## src/rtl/lsbj_rx_pkg.sv

```systemverilog
package lsbj_rx_pkg;

   // Channel a word belongs to, named after the word-select level that carries it.
   typedef enum logic {
      CH_RIGHT = 1'b0,
      CH_LEFT  = 1'b1
   } chan_e;

   // Events recovered from the synchronized serial lines.
   typedef struct packed {
      logic bck_rise;
      logic ws_rise;
      logic ws_fall;
      logic din;
   } line_evt_t;

endpackage

```

## src/rtl/lsbj_line_sync.sv

```systemverilog
module lsbj_line_sync
   import lsbj_rx_pkg::*;
#(
   parameter int STAGES = 2
) (
   input  logic      clk,
   input  logic      rst,
   input  logic      bck_i,
   input  logic      ws_i,
   input  logic      din_i,
   output line_evt_t evt_o
);

   localparam int LINES  = 3;
   localparam int FILL_N = STAGES + 1;
   localparam int FILL_W = $clog2(FILL_N + 1);
   localparam logic [FILL_W-1:0] FILL_LAST = FILL_W'(FILL_N);

   if (STAGES < 2) begin : g_bad_stages
      $error("lsbj_line_sync: STAGES must be at least 2");
   end

   // Bit order in each stage: {bck, ws, din}.
   logic [LINES-1:0]  chain_q [STAGES];
   logic [LINES-1:0]  tail;
   logic [1:0]        prev_q;      // {bck, ws} one cycle behind the tail
   logic [FILL_W-1:0] fill_q;
   logic              primed;

   always_ff @(posedge clk) begin
      if (rst) begin
         for (int i = 0; i < STAGES; i++) begin
            chain_q[i] <= '0;
         end
      end else begin
         chain_q[0] <= {bck_i, ws_i, din_i};
         for (int i = 1; i < STAGES; i++) begin
            chain_q[i] <= chain_q[i-1];
         end
      end
   end

   assign tail = chain_q[STAGES-1];

   always_ff @(posedge clk) begin
      if (rst) begin
         prev_q <= '0;
         fill_q <= '0;
      end else begin
         prev_q <= tail[2:1];
         if (fill_q != FILL_LAST) begin
            fill_q <= fill_q + 1'b1;
         end
      end
   end

   // No events until the synchronizer holds real line values again.
   assign primed = (fill_q == FILL_LAST);

   always_comb begin
      evt_o.bck_rise = primed &  tail[2] & ~prev_q[1];
      evt_o.ws_rise  = primed &  tail[1] & ~prev_q[0];
      evt_o.ws_fall  = primed & ~tail[1] &  prev_q[0];
      evt_o.din      = tail[0];
   end

endmodule

```

## src/rtl/lsbj_word_shifter.sv

```systemverilog
module lsbj_word_shifter #(
   parameter int INPUT_BITS  = 16,
   parameter int SAMPLE_BITS = 16
) (
   input  logic                   clk,
   input  logic                   rst,
   input  logic                   shift_en,
   input  logic                   bit_i,
   output logic [SAMPLE_BITS-1:0] sample_o
);

   localparam int DROP_BITS = INPUT_BITS - SAMPLE_BITS;

   if (DROP_BITS < 0) begin : g_bad_width
      $error("lsbj_word_shifter: INPUT_BITS must not be below SAMPLE_BITS");
   end

   // Window of the most recent INPUT_BITS bits, newest bit at index 0.
   logic [INPUT_BITS-1:0] win_q;

   always_ff @(posedge clk) begin
      if (rst) begin
         win_q <= '0;
      end else if (shift_en) begin
         win_q <= {win_q[INPUT_BITS-2:0], bit_i};
      end
   end

   if (DROP_BITS == 0) begin : g_exact
      assign sample_o = win_q;
   end else begin : g_truncate
      assign sample_o = win_q[INPUT_BITS-1 -: SAMPLE_BITS];
   end

endmodule

```

## src/rtl/lsbj_pair_reg.sv

```systemverilog
module lsbj_pair_reg
   import lsbj_rx_pkg::*;
#(
   parameter int SAMPLE_BITS = 16
) (
   input  logic                   clk,
   input  logic                   rst,
   input  logic                   word_close,
   input  chan_e                  closed_chan,
   input  logic [SAMPLE_BITS-1:0] sample_i,
   output logic [SAMPLE_BITS-1:0] left_o,
   output logic [SAMPLE_BITS-1:0] right_o,
   output logic                   valid_o
);

   logic                   armed_q;
   logic                   left_have_q;
   logic [SAMPLE_BITS-1:0] left_hold_q;

   always_ff @(posedge clk) begin
      if (rst) begin
         armed_q     <= 1'b0;
         left_have_q <= 1'b0;
         left_hold_q <= '0;
         left_o      <= '0;
         right_o     <= '0;
         valid_o     <= 1'b0;
      end else begin
         valid_o <= 1'b0;
         if (word_close) begin
            if (!armed_q) begin
               // The word cut by reset is dropped; later words are whole.
               armed_q <= 1'b1;
            end else if (closed_chan == CH_LEFT) begin
               left_hold_q <= sample_i;
               left_have_q <= 1'b1;
            end else if (left_have_q) begin
               left_o      <= left_hold_q;
               right_o     <= sample_i;
               valid_o     <= 1'b1;
               left_have_q <= 1'b0;
            end
         end
      end
   end

endmodule

```

## src/rtl/lsbj_stereo_rx.sv

```systemverilog
module lsbj_stereo_rx
   import lsbj_rx_pkg::*;
#(
   parameter int SAMPLE_BITS = 16,
   parameter int INPUT_BITS  = 16,
   parameter int SYNC_STAGES = 2
) (
   input  logic                   clk,
   input  logic                   rst,
   input  logic                   bit_clk_i,
   input  logic                   word_sel_i,
   input  logic                   ser_data_i,
   output logic [SAMPLE_BITS-1:0] left_o,
   output logic [SAMPLE_BITS-1:0] right_o,
   output logic                   valid_o
);

   if (SAMPLE_BITS < 2) begin : g_bad_sample
      $error("lsbj_stereo_rx: SAMPLE_BITS must be at least 2");
   end
   if (INPUT_BITS < SAMPLE_BITS || INPUT_BITS > 32) begin : g_bad_input
      $error("lsbj_stereo_rx: INPUT_BITS must lie in SAMPLE_BITS..32");
   end

   line_evt_t              line_evt;
   logic                   word_close;
   chan_e                  closed_chan;
   logic [SAMPLE_BITS-1:0] word_sample;

   lsbj_line_sync #(
      .STAGES (SYNC_STAGES)
   ) u_sync (
      .clk   (clk),
      .rst   (rst),
      .bck_i (bit_clk_i),
      .ws_i  (word_sel_i),
      .din_i (ser_data_i),
      .evt_o (line_evt)
   );

   lsbj_word_shifter #(
      .INPUT_BITS  (INPUT_BITS),
      .SAMPLE_BITS (SAMPLE_BITS)
   ) u_shift (
      .clk      (clk),
      .rst      (rst),
      .shift_en (line_evt.bck_rise),
      .bit_i    (line_evt.din),
      .sample_o (word_sample)
   );

   // A rising word select ends a right word (low level), a falling one a left word.
   assign word_close  = line_evt.ws_rise | line_evt.ws_fall;
   assign closed_chan = line_evt.ws_rise ? CH_RIGHT : CH_LEFT;

   lsbj_pair_reg #(
      .SAMPLE_BITS (SAMPLE_BITS)
   ) u_pair (
      .clk         (clk),
      .rst         (rst),
      .word_close  (word_close),
      .closed_chan (closed_chan),
      .sample_i    (word_sample),
      .left_o      (left_o),
      .right_o     (right_o),
      .valid_o     (valid_o)
   );

endmodule

```

## config.mk

```make
export PLATFORM = sky130hd
export DESIGN_NAME = lsbj_stereo_rx
export DESIGN_NICKNAME = d
export VERILOG_FILES = /design/src/rtl/lsbj_rx_pkg.sv /design/src/rtl/lsbj_line_sync.sv /design/src/rtl/lsbj_word_shifter.sv /design/src/rtl/lsbj_pair_reg.sv /design/src/rtl/lsbj_stereo_rx.sv
export SDC_FILE = /design/constraint.sdc
export NUM_CORES = 1
export LEC_CHECK = 0
export BUFFER_PORTS_ARGS = -buffer_cell sky130_fd_sc_hd__buf_2
export CORE_UTILIZATION = 30
export DETAILED_ROUTE_END_ITERATION = 10
export SLEW_MARGIN = 20
export SYNTH_ARGS = -nofsm -noshare
export SYNTH_HDL_FRONTEND = slang
export SYNTH_SLANG_ARGS = --single-unit
```

## constraint.sdc

```tcl
create_clock -name clk -period 1.74 [get_ports clk]
set_clock_uncertainty 0.1 [all_clocks]
set_input_delay 0.174 -clock clk [delete_from_list [all_inputs] [get_ports clk]]
set_output_delay 0.174 -clock clk [all_outputs]
set_load 0.01 [all_outputs]
```

==> flow_metrics.env <==
export IMPL_status="finished, final reports clean"
export IMPL_syn_nets=289
export IMPL_ir_drop_uv=402.1
export IMPL_cts_tree="yes"
export IMPL_path_cells="ha_1 > and3b_4 > and3_4 > buf_12 > mux2i_1"
export IMPL_synthesis_area_mm2=0.002940
export IMPL_rr_endpoint="u_pair.left_o[2]"
export IMPL_worstReg2RegStart="u_sync.fill_q[0]"
export IMPL_grt_pass1_wl_um=8880
export IMPL_clockBufferDepth=2
export IMPL_fin_util_pct=37.81
export IMPL_startpoint_type="register"
export IMPL_synth_distinct_cells=22
export IMPL_drtIter0Drc=80
export IMPL_setup_tns_final_ns=0
export IMPL_wl_um=5167
export IMPL_final_common_cell="dfxtp_1"
export IMPL_critPathArrivalTime_ns=1.72
export IMPL_gr_total_overflow=0
export IMPL_die_w_um=101
export IMPL_grt_start_max_net_pins=41
export IMPL_fmax_mhz=646.6
export IMPL_area_growth_pct=20.51
export IMPL_drive_gt1_share_pct=19.76
export IMPL_numPortBuffers=37
export IMPL_r2r_cells=5
export IMPL_synth_xor_area_share_pct=0.5957
export IMPL_vias_per_cell=4.214
export IMPL_synthSimpleGateAreaFrac_pct=22.04
export IMPL_synth_top_family_by_area="simple AND/OR/NAND/NOR gates"
export IMPL_insertion_delay_ns=0.34
export IMPL_antenna_found_initial=0
export IMPL_synth_area_mux_share_pct=16.68
export IMPL_grt_setup_unrepaired="false"
export IMPL_root_buffer="clkbuf_8"
export IMPL_diodes=0
export IMPL_globalplace_congestion=0.6662
export IMPL_clock_sinks=77
export IMPL_syn_avg_cell_area_um2=10.39
export IMPL_htreeDepth=3
export IMPL_yosysSeqAreaShare_pct=52.43
export IMPL_hold_depth=2
export IMPL_maxSlewHeadroom_pct=78.04
export IMPL_final_nets=330
export IMPL_vias=1930
export IMPL_r2r_slack_ns=0.19
export IMPL_synthCells=283
export IMPL_ios=38
export IMPL_power_density_mw_per_mm2=961.6
export IMPL_rows=35
export IMPL_coreArea_mm2=0.009371
export IMPL_cp_end_kind="register"
export IMPL_drtAntennaViolNets=0
export IMPL_min_to="u_shift.sample_o[6]"
export IMPL_worstPathRequired_ns=1.91
export IMPL_hold_start="rst"
export IMPL_critPathSlowestCell="dfxtp_1"
export IMPL_hp_class="primary input to register"
export IMPL_fillCellCount=970
export IMPL_start_util_pct=31.38
export IMPL_synth_seq_cells=77
export IMPL_dr_pass1_iters=4
export IMPL_slew_viol_final=0
export IMPL_floorplan_die_area_mm2=0.01020
export IMPL_setup_viol=0
export IMPL_final_cell_mix="77 x dfxtp_1, 65 x nand2b_1, 49 x mux2i_1"
export IMPL_drc=0
export IMPL_cp_slowest_stage_delay_ns=0.35
export IMPL_ys_warnings_count=0
export IMPL_gr_usage_all_layers_pct=11.49
export IMPL_synth_compound_area_share_pct=3.404
export IMPL_die_y_um=101
export IMPL_post_drt_wl_per_cell_um=11.28
export IMPL_crit_type="register to register"
export IMPL_hold_viol=0
export IMPL_power_leakage_nw=1.404
export IMPL_cts_buffers=9
export IMPL_grt_pass1_vias=1850
export IMPL_path_max_fanout=10
export IMPL_synthAdderAreaFrac_pct=0.4255
export IMPL_clk_pin_slew_ns=0.08
export IMPL_hpwl_um=3331
export IMPL_timing_final_crit_share_pct=88.89
export IMPL_tightest_slew_ns=0.3293
export IMPL_timing_final_crit_period_ns=1.547
export IMPL_drv_cap=0
per-stage QoR:
step	instances	power, mW	cell area, um2	hold slack, ns	setup slack [ns]
floorplan	283	1.915	2940	0.2022	0.1705
global placement	437	1.939	3247	0.2864	0.1799
detailed placement	437	1.942	3247	0.2919	0.1283
CTS	456	3.459	3502	0.09716	0.09171
global route	458	3.553	3543	0.1215	0.07139
finish	458	3.407	3543	0.1139	0.1934
routing by layer:
layer	routed length [um]	global-route usage (%)	up-vias
met1	2531	14.15	876
met3	262	4.092	8
met5	0	0	-
met2	2285	17.28	42
li1	-	-	1004
met4	87	6.689	0
critical path: cells and delay by family (launching register included):
kind,cells,cell delay (ns)
multiplexers,1,0.18
flip-flops,1,0.35
buffers and inverters,1,0.15
AND/OR/NAND/NOR,2,0.45
adder cells (fa/ha/maj),1,0.25
flip-flops by register name, indices dropped and copies added (netlist names):
name and cells:
u_pair.right_o 16, u_pair.left_o 16, u_pair.armed_q 1, u_pair.valid_o 1
u_sync.chain_q 6, u_shift.sample_o 16, u_sync.prev_q 2, u_pair.left_hold_q 16
u_sync.fill_q 2, u_pair.left_have_q 1
power breakdown:
group	switching, mW	leakage [nW]	internal, mW
combinational	0.0501	0.666	0.0612
clock	0.622	0.116	0.882
sequential	0.0113	0.622	1.78
synth_stat cells (all sizes together):
cell,n,area share (%)
a21oi,17,2.9
and3b,2,0.72
mux2i,49,17
ha,1,0.43
nand2,32,4.1
nand2b,65,14
nor2b,8,1.7
xor2,2,0.60
buf,9,3.1
nand3b,1,0.26
a31oi,1,0.21
clkbuf,10,1.3
nor2,5,0.72
and3,1,0.38
o32ai,1,0.30
dfxtp,77,52
nand3,2,0.34
what timing repair did:
item / CTS / global route
hold endpoints to repair: 3 / 0
gates resized for setup: 0 / 1
endpoints found under the setup margin: 0 / 5
hold buffers: 3 / 0
buffers inserted: 0 / 2
kinds of logic after synthesis:
family	after synthesis
compound gates	19
mux	49
simple gates	116
fa+ha+maj	1
buf+inv	19
flops	77
xor+xnor	2
area by class of cell:
class                           count  area (um2)  area share [%]
Clock buffer                       12       155.1           4.379
Clock inverter                      4       70.07           1.977
Multi-Input combinational cell    187        1270           35.84
Sequential cell                    77        1541           43.50
Tap cell                          129       161.4           4.555
Timing Repair Buffer               49       345.3           9.746
worst max path at each step:
stage                           startpoint                 to  slack, ns  depth (start not counted)
final                     u_sync.fill_q[0]   u_pair.left_o[2]       0.19                          5
after global routing      u_sync.fill_q[0]   u_pair.left_o[8]       0.07                          5
after CTS                 u_sync.fill_q[0]  u_pair.left_o[12]       0.09                          4
after detailed placement  u_sync.fill_q[0]   u_pair.left_o[1]       0.13                          4
after global placement    u_sync.fill_q[0]   u_pair.left_o[3]       0.18                          4
after floorplan           u_sync.fill_q[0]  u_pair.right_o[0]       0.17                          7
(Power assumes the default switching activity.)
